==> src/rtl/dpll_mode_pkg.sv <==
package dpll_mode_pkg;

    typedef enum logic [1:0] {
        MODE_FREE = 2'b00,
        MODE_HOLD = 2'b01,
        MODE_NORM = 2'b10,
        MODE_FAST = 2'b11
    } dpll_mode_e;

    typedef enum logic [1:0] {
        REF_19M44 = 2'b00,
        REF_8K    = 2'b01,
        REF_1M544 = 2'b10,
        REF_2M048 = 2'b11
    } ref_code_e;

    typedef struct packed {
        logic pd_en;
        logic lim_en;
    } path_en_t;

    function automatic path_en_t mode_enables(dpll_mode_e m);
        path_en_t e;
        e.pd_en  = (m == MODE_NORM) || (m == MODE_FAST);
        e.lim_en = (m == MODE_NORM);
        return e;
    endfunction

    function automatic logic aux_is_t1(ref_code_e r);
        return (r == REF_1M544);
    endfunction

endpackage

==> src/rtl/dpll_mode_seq.sv <==
module dpll_mode_seq
    import dpll_mode_pkg::*;
(
    input  logic       clk,
    input  logic       rst,
    input  logic       frame_tick,
    input  logic [1:0] mode_req,
    input  logic [1:0] ref_sel,
    output dpll_mode_e mode_q,
    output ref_code_e  ref_q,
    output path_en_t   path_en,
    output logic       hold_upd
);

    dpll_mode_e req_mode;

    always_comb begin
        req_mode = dpll_mode_e'(mode_req);
    end

    always_ff @(posedge clk) begin
        if (rst) begin
            mode_q <= MODE_FREE;
            ref_q  <= REF_19M44;
        end else if (frame_tick) begin
            mode_q <= req_mode;
            ref_q  <= ref_code_e'(ref_sel);
        end
    end

    always_comb begin
        path_en  = mode_enables(mode_q);
        // averaging runs only on ticks that keep the loop in normal mode
        hold_upd = frame_tick && (mode_q == MODE_NORM) && (req_mode == MODE_NORM);
    end

endmodule

==> src/rtl/dpll_hold_store.sv <==
module dpll_hold_store #(
    parameter int WORD_W    = 24,
    parameter int AVG_SHIFT = 4
) (
    input  logic                     clk,
    input  logic                     rst,
    input  logic                     upd_en,
    input  logic signed [WORD_W-1:0] lf_word,
    output logic signed [WORD_W-1:0] hold_word
);

    localparam int EXT_W = WORD_W + 1;

    logic signed [EXT_W-1:0] diff;
    logic signed [EXT_W-1:0] step;
    logic signed [EXT_W-1:0] nxt;

    always_comb begin
        diff = EXT_W'(lf_word) - EXT_W'(hold_word);
        step = diff >>> AVG_SHIFT;
        nxt  = EXT_W'(hold_word) + step;
    end

    always_ff @(posedge clk) begin
        if (rst) begin
            hold_word <= '0;
        end else if (upd_en) begin
            hold_word <= nxt[WORD_W-1:0];
        end
    end

endmodule

==> src/rtl/dpll_lock_det.sv <==
module dpll_lock_det #(
    parameter int WORD_W     = 24,
    parameter int LOCK_TICKS = 16
) (
    input  logic                     clk,
    input  logic                     rst,
    input  logic                     frame_tick,
    input  logic                     track_en,
    input  logic signed [WORD_W-1:0] lf_word,
    input  logic        [WORD_W-1:0] lock_thr,
    output logic                     count_full
);

    localparam int CNT_W = $clog2(LOCK_TICKS + 1);
    localparam logic [CNT_W-1:0] CNT_MAX = CNT_W'(LOCK_TICKS);

    logic [CNT_W-1:0] cnt;
    logic [WORD_W:0]  mag;
    logic             in_win;

    always_comb begin
        if (lf_word[WORD_W-1]) begin
            mag = (WORD_W+1)'(0) - {lf_word[WORD_W-1], lf_word};
        end else begin
            mag = {1'b0, lf_word};
        end
        in_win = (mag <= {1'b0, lock_thr});
    end

    always_ff @(posedge clk) begin
        if (rst || !track_en) begin
            cnt <= '0;
        end else if (frame_tick) begin
            if (!in_win) begin
                cnt <= '0;
            end else if (cnt != CNT_MAX) begin
                cnt <= cnt + 1'b1;
            end
        end
    end

    assign count_full = (cnt == CNT_MAX);

endmodule

==> src/rtl/dpll_mode_ctrl.sv <==
module dpll_mode_ctrl
    import dpll_mode_pkg::*;
#(
    parameter int WORD_W     = 24,
    parameter int AVG_SHIFT  = 4,
    parameter int LOCK_TICKS = 16
) (
    input  logic                     clk,
    input  logic                     rst,
    input  logic                     frame_tick,
    input  logic [1:0]               mode_req,
    input  logic [1:0]               ref_sel,
    input  logic signed [WORD_W-1:0] lf_word,
    input  logic                     lim_active,
    input  logic        [WORD_W-1:0] lock_thr,
    output logic signed [WORD_W-1:0] dco_word,
    output logic                     pd_en,
    output logic                     lim_en,
    output logic                     lock,
    output logic [1:0]               cur_mode,
    output logic [1:0]               ref_cfg,
    output logic                     aux_t1_sel
);

    dpll_mode_e               mode_q;
    ref_code_e                ref_q;
    path_en_t                 path_en;
    logic                     hold_upd;
    logic signed [WORD_W-1:0] hold_word;
    logic                     count_full;

    dpll_mode_seq u_seq (
        .clk        (clk),
        .rst        (rst),
        .frame_tick (frame_tick),
        .mode_req   (mode_req),
        .ref_sel    (ref_sel),
        .mode_q     (mode_q),
        .ref_q      (ref_q),
        .path_en    (path_en),
        .hold_upd   (hold_upd)
    );

    dpll_hold_store #(
        .WORD_W    (WORD_W),
        .AVG_SHIFT (AVG_SHIFT)
    ) u_hold (
        .clk       (clk),
        .rst       (rst),
        .upd_en    (hold_upd),
        .lf_word   (lf_word),
        .hold_word (hold_word)
    );

    dpll_lock_det #(
        .WORD_W     (WORD_W),
        .LOCK_TICKS (LOCK_TICKS)
    ) u_lock (
        .clk        (clk),
        .rst        (rst),
        .frame_tick (frame_tick),
        .track_en   (path_en.pd_en),
        .lf_word    (lf_word),
        .lock_thr   (lock_thr),
        .count_full (count_full)
    );

    always_comb begin
        unique case (mode_q)
            MODE_NORM, MODE_FAST: dco_word = lf_word;
            MODE_HOLD:            dco_word = hold_word;
            default:              dco_word = '0;
        endcase
    end

    always_comb begin
        pd_en      = path_en.pd_en;
        lim_en     = path_en.lim_en;
        lock       = path_en.pd_en && count_full && !(path_en.lim_en && lim_active);
        cur_mode   = mode_q;
        ref_cfg    = ref_q;
        aux_t1_sel = aux_is_t1(ref_q);
    end

endmodule

==> config.mk <==
export PLATFORM = sky130hd
export DESIGN_NAME = dpll_mode_ctrl
export DESIGN_NICKNAME = d
export VERILOG_FILES = /design/src/rtl/dpll_mode_pkg.sv /design/src/rtl/dpll_mode_seq.sv /design/src/rtl/dpll_hold_store.sv /design/src/rtl/dpll_lock_det.sv /design/src/rtl/dpll_mode_ctrl.sv
export SDC_FILE = /design/constraint.sdc
export NUM_CORES = 1
export LEC_CHECK = 0
export BUFFER_PORTS_ARGS = -buffer_cell sky130_fd_sc_hd__buf_4
export CAP_MARGIN = 20
export CORE_ASPECT_RATIO = 1.1
export CORE_UTILIZATION = 56
export CTS_BUF_LIST = sky130_fd_sc_hd__clkbuf_8
export CTS_CLUSTER_DIAMETER = 120
export DETAILED_ROUTE_END_ITERATION = 6
export PLACE_DENSITY = 0.87
export SKIP_LAST_GASP = 1
export SYNTH_ARGS = -nofsm -noshare
export SYNTH_HDL_FRONTEND = slang
export SYNTH_HIERARCHICAL = 1
export SYNTH_SLANG_ARGS = --single-unit
==> constraint.sdc <==
create_clock -name clk -period 5.2 [get_ports clk]
set_clock_uncertainty 0.2 [all_clocks]
set_input_delay 0.26 -clock clk [delete_from_list [all_inputs] [get_ports clk]]
set_output_delay 0.26 -clock clk [all_outputs]
set_load 0.005 [all_outputs]
# Word-level counts from Yosys, hierarchy flattened
# Index checks and enable logic that the tools add are counted.
# W data, S select, Z words.
totals:
  regBits: 33
  latchBits: 0
  mem_bits_rw: 0
  romBits: 0
  inputBits: 56
  output_inout_bits: 32
  elab_cells: 32
  n_memories: 0
op_classes:
  addsub: 4
  n_mul: 0
  div: 0
  magnitude_cmp: 1
  n_eq_ne: 8
  n_shift: 0
  n_mux: 4
  bitwise_logic: 0
  reduce_logical: 11
ops:
  columns: ["operator", "count"]
  rows:
  - ["$pmux W24 S2", 1]
  - ["$le A25 B24 Y1", 1]
  - ["$mux W25", 1]
  - ["$sub A1 B24 Y25 const A", 1]
  - ["$sub A24 B24 Y25", 1]
  - ["$add A24 B21 Y24", 1]
  - ["$mux W5", 2]
  - ["$eq A2 B2 Y1 const B", 4]
  - ["$add A5 B1 Y5 const B", 1]
  - ["$eq A5 B5 Y1 const B", 1]
  - ["$logic_and A1 B1 Y1", 5]
  - ["$ne A5 B5 Y1 const B", 1]
  - ["$eq A2 B1 Y1 const B", 1]
  - ["$logic_not A1 Y1", 2]
  - ["$logic_or A1 B1 Y1", 2]
  - ["$ne A2 B2 Y1 const B", 1]
  - ["$reduce_and A2 Y1", 1]
  - ["$reduce_or A2 Y1", 1]

# Longest topological paths before layout
logic_depth:
  word_depth: 5
  ltp_mapped: 20

# Cells and area by module
# Netlist, hierarchy kept.
by_module_without_submodules:
  columns: ["module", "instances", "cells_per_inst", "area_per_inst_um2", "seq_area_each_um2"]
  rows:
  - ["dpll_hold_store", 1, 426, 3188.1, 480.5]
  - ["dpll_lock_det", 1, 178, 1335.0, 100.1]
  - ["dpll_mode_ctrl", 1, 34, 301.5, 0.0]
  - ["dpll_mode_seq", 1, 17, 175.2, 80.1]

# Worst setup path after synthesis
# No wires, ideal clock.
synth_timing:
  path_kind: "register -> register"
  startpoint: "register u_hold.hold_word[2]"
  endpoint: "register u_hold.hold_word[23]"
  t_arrival_ns: 3.959
  t_required_ns: 4.877
  setup_slack_ns: 0.918
  stages_incl_launch_ff: 20
  path_buffers: 0
  cell_sequence: "dfxtp_1 -> inv_1 -> ha_1 -> a21o_1 -> a31oi_1 -> o21a_1 -> o211ai_2 -> a21oi_1 -> nor2b_1 -> nor2_1 -> xnor2_1 -> ha_1 -> and4_1 -> and4_1 -> o2111ai_1 -> a2111oi_2 -> nor4_1 -> nand2b_1 -> mux2i_1 -> mux2_1"
synth_via:
  elab_chain_cells: 2
synth_lines:
  columns: ["element", "line_no", "text"]
  rows:
  - ["start, declared", "dpll_hold_store.sv:9", "output logic signed [WORD_W-1:0] hold_word"]
  - ["start signal, assigned", "dpll_hold_store.sv:28", "hold_word <= nxt[WORD_W-1:0];"]
  - ["$sub A24 B24 Y25", "dpll_hold_store.sv:19", "diff = EXT_W'(lf_word) - EXT_W'(hold_word);"]
  - ["$add A24 B21 Y24 (*)", "dpll_hold_store.sv:21", "nxt = EXT_W'(hold_word) + step;"]
# Every way passes the cells marked *; elsewhere a longest branch is shown, timed or not.
# A chain may end at the register's enable or synchronous reset.

# Worst setup path in the final report
# Same ends and word-level chain as after synthesis.

==> metrics <==
run status finished clean; Synth Register Bits 33; worst path buffer plus inverter count 1; cts repair resizes 0; I/O pins 88; Routed Wire Length 13980 um; critical path's slowest cell dfxtp_1; area occupied by multi-input gates 3964 um^2; CP required 5.19 ns; Port Buffer Count just under 90; largest net degree at the start of global routing between 40 and 50; global-route wire length before repair about 22000 um; Post-CTS Hold Fix Bufs 0; startpoint types flop; top_reg_cell synth dfxtp_1; antenna cells 0; Detail Route Antenna Nets 0; Final Setup Violations 0; Via Count between 5000 and 6000; synth warn 6; clk buf depth 2; core area ~8500 um^2; final cell count without fillers about 840; gr ovfl total 0; Placer Congestion 0.9730; CP delay by family, top compound AO/OA/AOI/OAI gates; clock-pin slew on the worst setup and hold paths ~0.080 ns; drt first pass iters 6; die width between 90 and 100 um; slew margin rel. 0.5878; Worst Path Arrival 4.86 ns; synthesized area between 4000 and 5000 um^2; EDFF count, synth 0; GRT Overall Usage 0.2967; Tightest Pin Transition 0.6169 ns; DPL Wire Length between 10000 and 15000 um; detailed-route DRC error count 0; CP Class reg2reg; Mean Syn Cell Area around 7.6 um^2; crit end category flop; Async SR Flop Fraction 0; Fin Setup TNS 0 ns; Syn Inst Count about 660; register area share after synthesis 0.1321; Synth cell types 73; Final period util 0.9377; Placed Area between 5000 and 6000 um^2; Initial Util 0.5855; nets approximately 860; Fillers roughly 700; fin crit period ~4.9 ns; total CTS buffers 5; Clk Tree Root Cell clkbuf_8; crit path cell chain inv_1 > ha_1 > a21o_1 > a31oi_1 > o211ai_1 > a21oi_1 > nor2b_1 > o21a_1 > nor2_1 > xnor2_1 > ha_1 > o21ai_0 > a21oi_1 > o2111ai_1 > a2111oi_2 > nor4_1 > nand2b_1 > mux2i_1 > mux2_1; Die ar. 9310 um^2; Vias/cell 6.322; CTS tree yes; Leakage 2.628 nW; Iter 0 DRT Violations between 500 and 600; syn nets about 790; Max Slew Vio Count 0; Die Y-Extent just over 100 um; FF/Latch Area 660.6 um^2; WL/cell about 17 um; Hold Crit Class in2reg; dpl cells 833; Fmax slightly above 200 MHz; CP peak stage delay ~0.4 ns; clk sinks 33; max_cap viols 0; RSZ-0062 raised after global routing no; postcts setup bufs 0; clk_lat worst skew approximately 0.30 ns; count of final hold-check violations 0; Final Instance Area 5796 um^2; worst-path maximum fanout 5; FP Rows 35; pwr/cell area approximately 160 nW/um^2; share of cells above drive strength 1 0.1562; H-tree depth 2; vias in the first global route between 4000 and 5000; Area Growth Syn to Fin 15.92%; Min Hold Slack between 0.005 and 0.006 ns; peak supply drop between 0.00008 and 0.00009 V; initial antenna violation count 0
-- registers in the layout, summed over array words and instances (netlist names) --
signal and flops:
u_seq/ref_q 2, u_seq/mode_q 2, u_lock/cnt 5, u_hold/hold_word 24
-- layer usage --
metal | part of all wire | track usage | wire length [um] | up-vias
met5 | 0 | 0 | 0 | -
met1 | 0.40 | 0.3517 | 5634 | 2468
met4 | 0.034 | 0.1382 | 473 | 0
met2 | 0.49 | 0.5356 | 6829 | 258
li1 | - | - | - | 2545
met3 | 0.074 | 0.03394 | 1039 | 46
-- through the flow --
stage / worst slack [ns] / power (mW) / utilization
final: 0.3239 / 0.9181 / 0.6787
after detailed placement: 0.5166 / 0.6480 / 0.6651
after global routing: 0.1523 / 0.9683 / 0.6787
after global placement: 0.6223 / 0.6316 / 0.6651
after floorplan: 0.9177 / 0.5303 / -
after CTS: 0.4389 / 0.9112 / 0.6787
-- tightest hold or removal path, delay by kind of cell --
family / cells / cell delay [ns]
and+or+nand+nor: 1 / 0.07
muxes: 1 / 0.06
buffers and inverters: 1 / 0.08
-- cell type report --
type	count	area share
multi-input combinational	534	0.6839
clock buffer	6	0.01425
tap	111	0.02396
inverter	66	0.04275
timing repair buffer	89	0.1153
clock inverter	2	0.005829
sequential	33	0.1140
-- placed cells by master, fill, tap and decap left out, types with 11 or more instances in the layout --
cell,n
mux2i_1,19
nor2_1,55
a21o_1,21
nand2_1,43
a21oi_1,42
nand4_1,14
nand2b_1,16
xor2_1,11
xnor2_1,39
nor3_1,11
ha_1,75
buf_4,89
inv_1,67
a22o_1,24
nand3_1,14
dfxtp_1,33
o21ai_0,31
-- cell usage after synthesis (all sizes together) (2+ instances only) --
library cell	instances	area share
a2111oi	2	0.0048
a211oi	6	0.0090
a21boi	2	0.0030
a21o	21	0.032
a21oi	43	0.044
a22o	24	0.042
a31oi	6	0.0075
a41oi	2	0.0035
and3	4	0.0050
and4	2	0.0035
buf	9	0.017
clkbuf	13	0.0098
dfxtp	33	0.13
ha	75	0.19
inv	66	0.050
mux2i	19	0.038
nand2	44	0.034
nand2b	16	0.020
nand3	14	0.014
nand4	14	0.018
nor2	55	0.041
nor2b	9	0.013
nor3	12	0.014
nor3b	3	0.0055
nor4	4	0.0050
o2111ai	2	0.0035
o211ai	4	0.0070
o21a	8	0.012
o21ai	36	0.036
o21bai	2	0.0030
o221a	2	0.0045
o22ai	4	0.0050
o311a	2	0.0040
o311ai	7	0.012
o31ai	5	0.011
o41ai	5	0.0088
or2	2	0.0025
or3	6	0.0075
or4	4	0.0075
or4b	2	0.0040
xnor2	39	0.068
xor2	11	0.019
-- power by group --
group / internal [mW] / switching [mW] / leakage (nW)
clock: 0.155 / 0.111 / 0.0626
combinational: 0.173 / 0.219 / 2.30
sequential: 0.257 / 0.00391 / 0.267
total: 0.584 / 0.334 / 2.63
-- cells by family (layout without fill, tap and decap cells) --
kind of cell | after synthesis | after routing | synth area share
compound gates | 192 | 192 | 0.2695
xor+xnor | 50 | 50 | 0.08759
fa+ha+maj | 76 | 76 | 0.1917
buf+inv | 88 | 163 | 0.07633
flops | 33 | 33 | 0.1321
mux | 20 | 20 | 0.04029
simple gates | 196 | 196 | 0.2025
-- path summary, 6_finish.rpt --
kind                                           from                   end  slack [ns]  cells after the start
worst max-delay path            u_hold/hold_word[2]  u_hold/hold_word[23]        0.32                     19
worst min-delay path                     ref_sel[0]        u_seq/ref_q[0]       0.006                      3
worst max register to register  u_hold/hold_word[2]  u_hold/hold_word[23]        0.32                     19
worst min register to register        u_lock/cnt[4]         u_lock/cnt[4]        0.32                      2
Power figures use the tool's default switching activity.
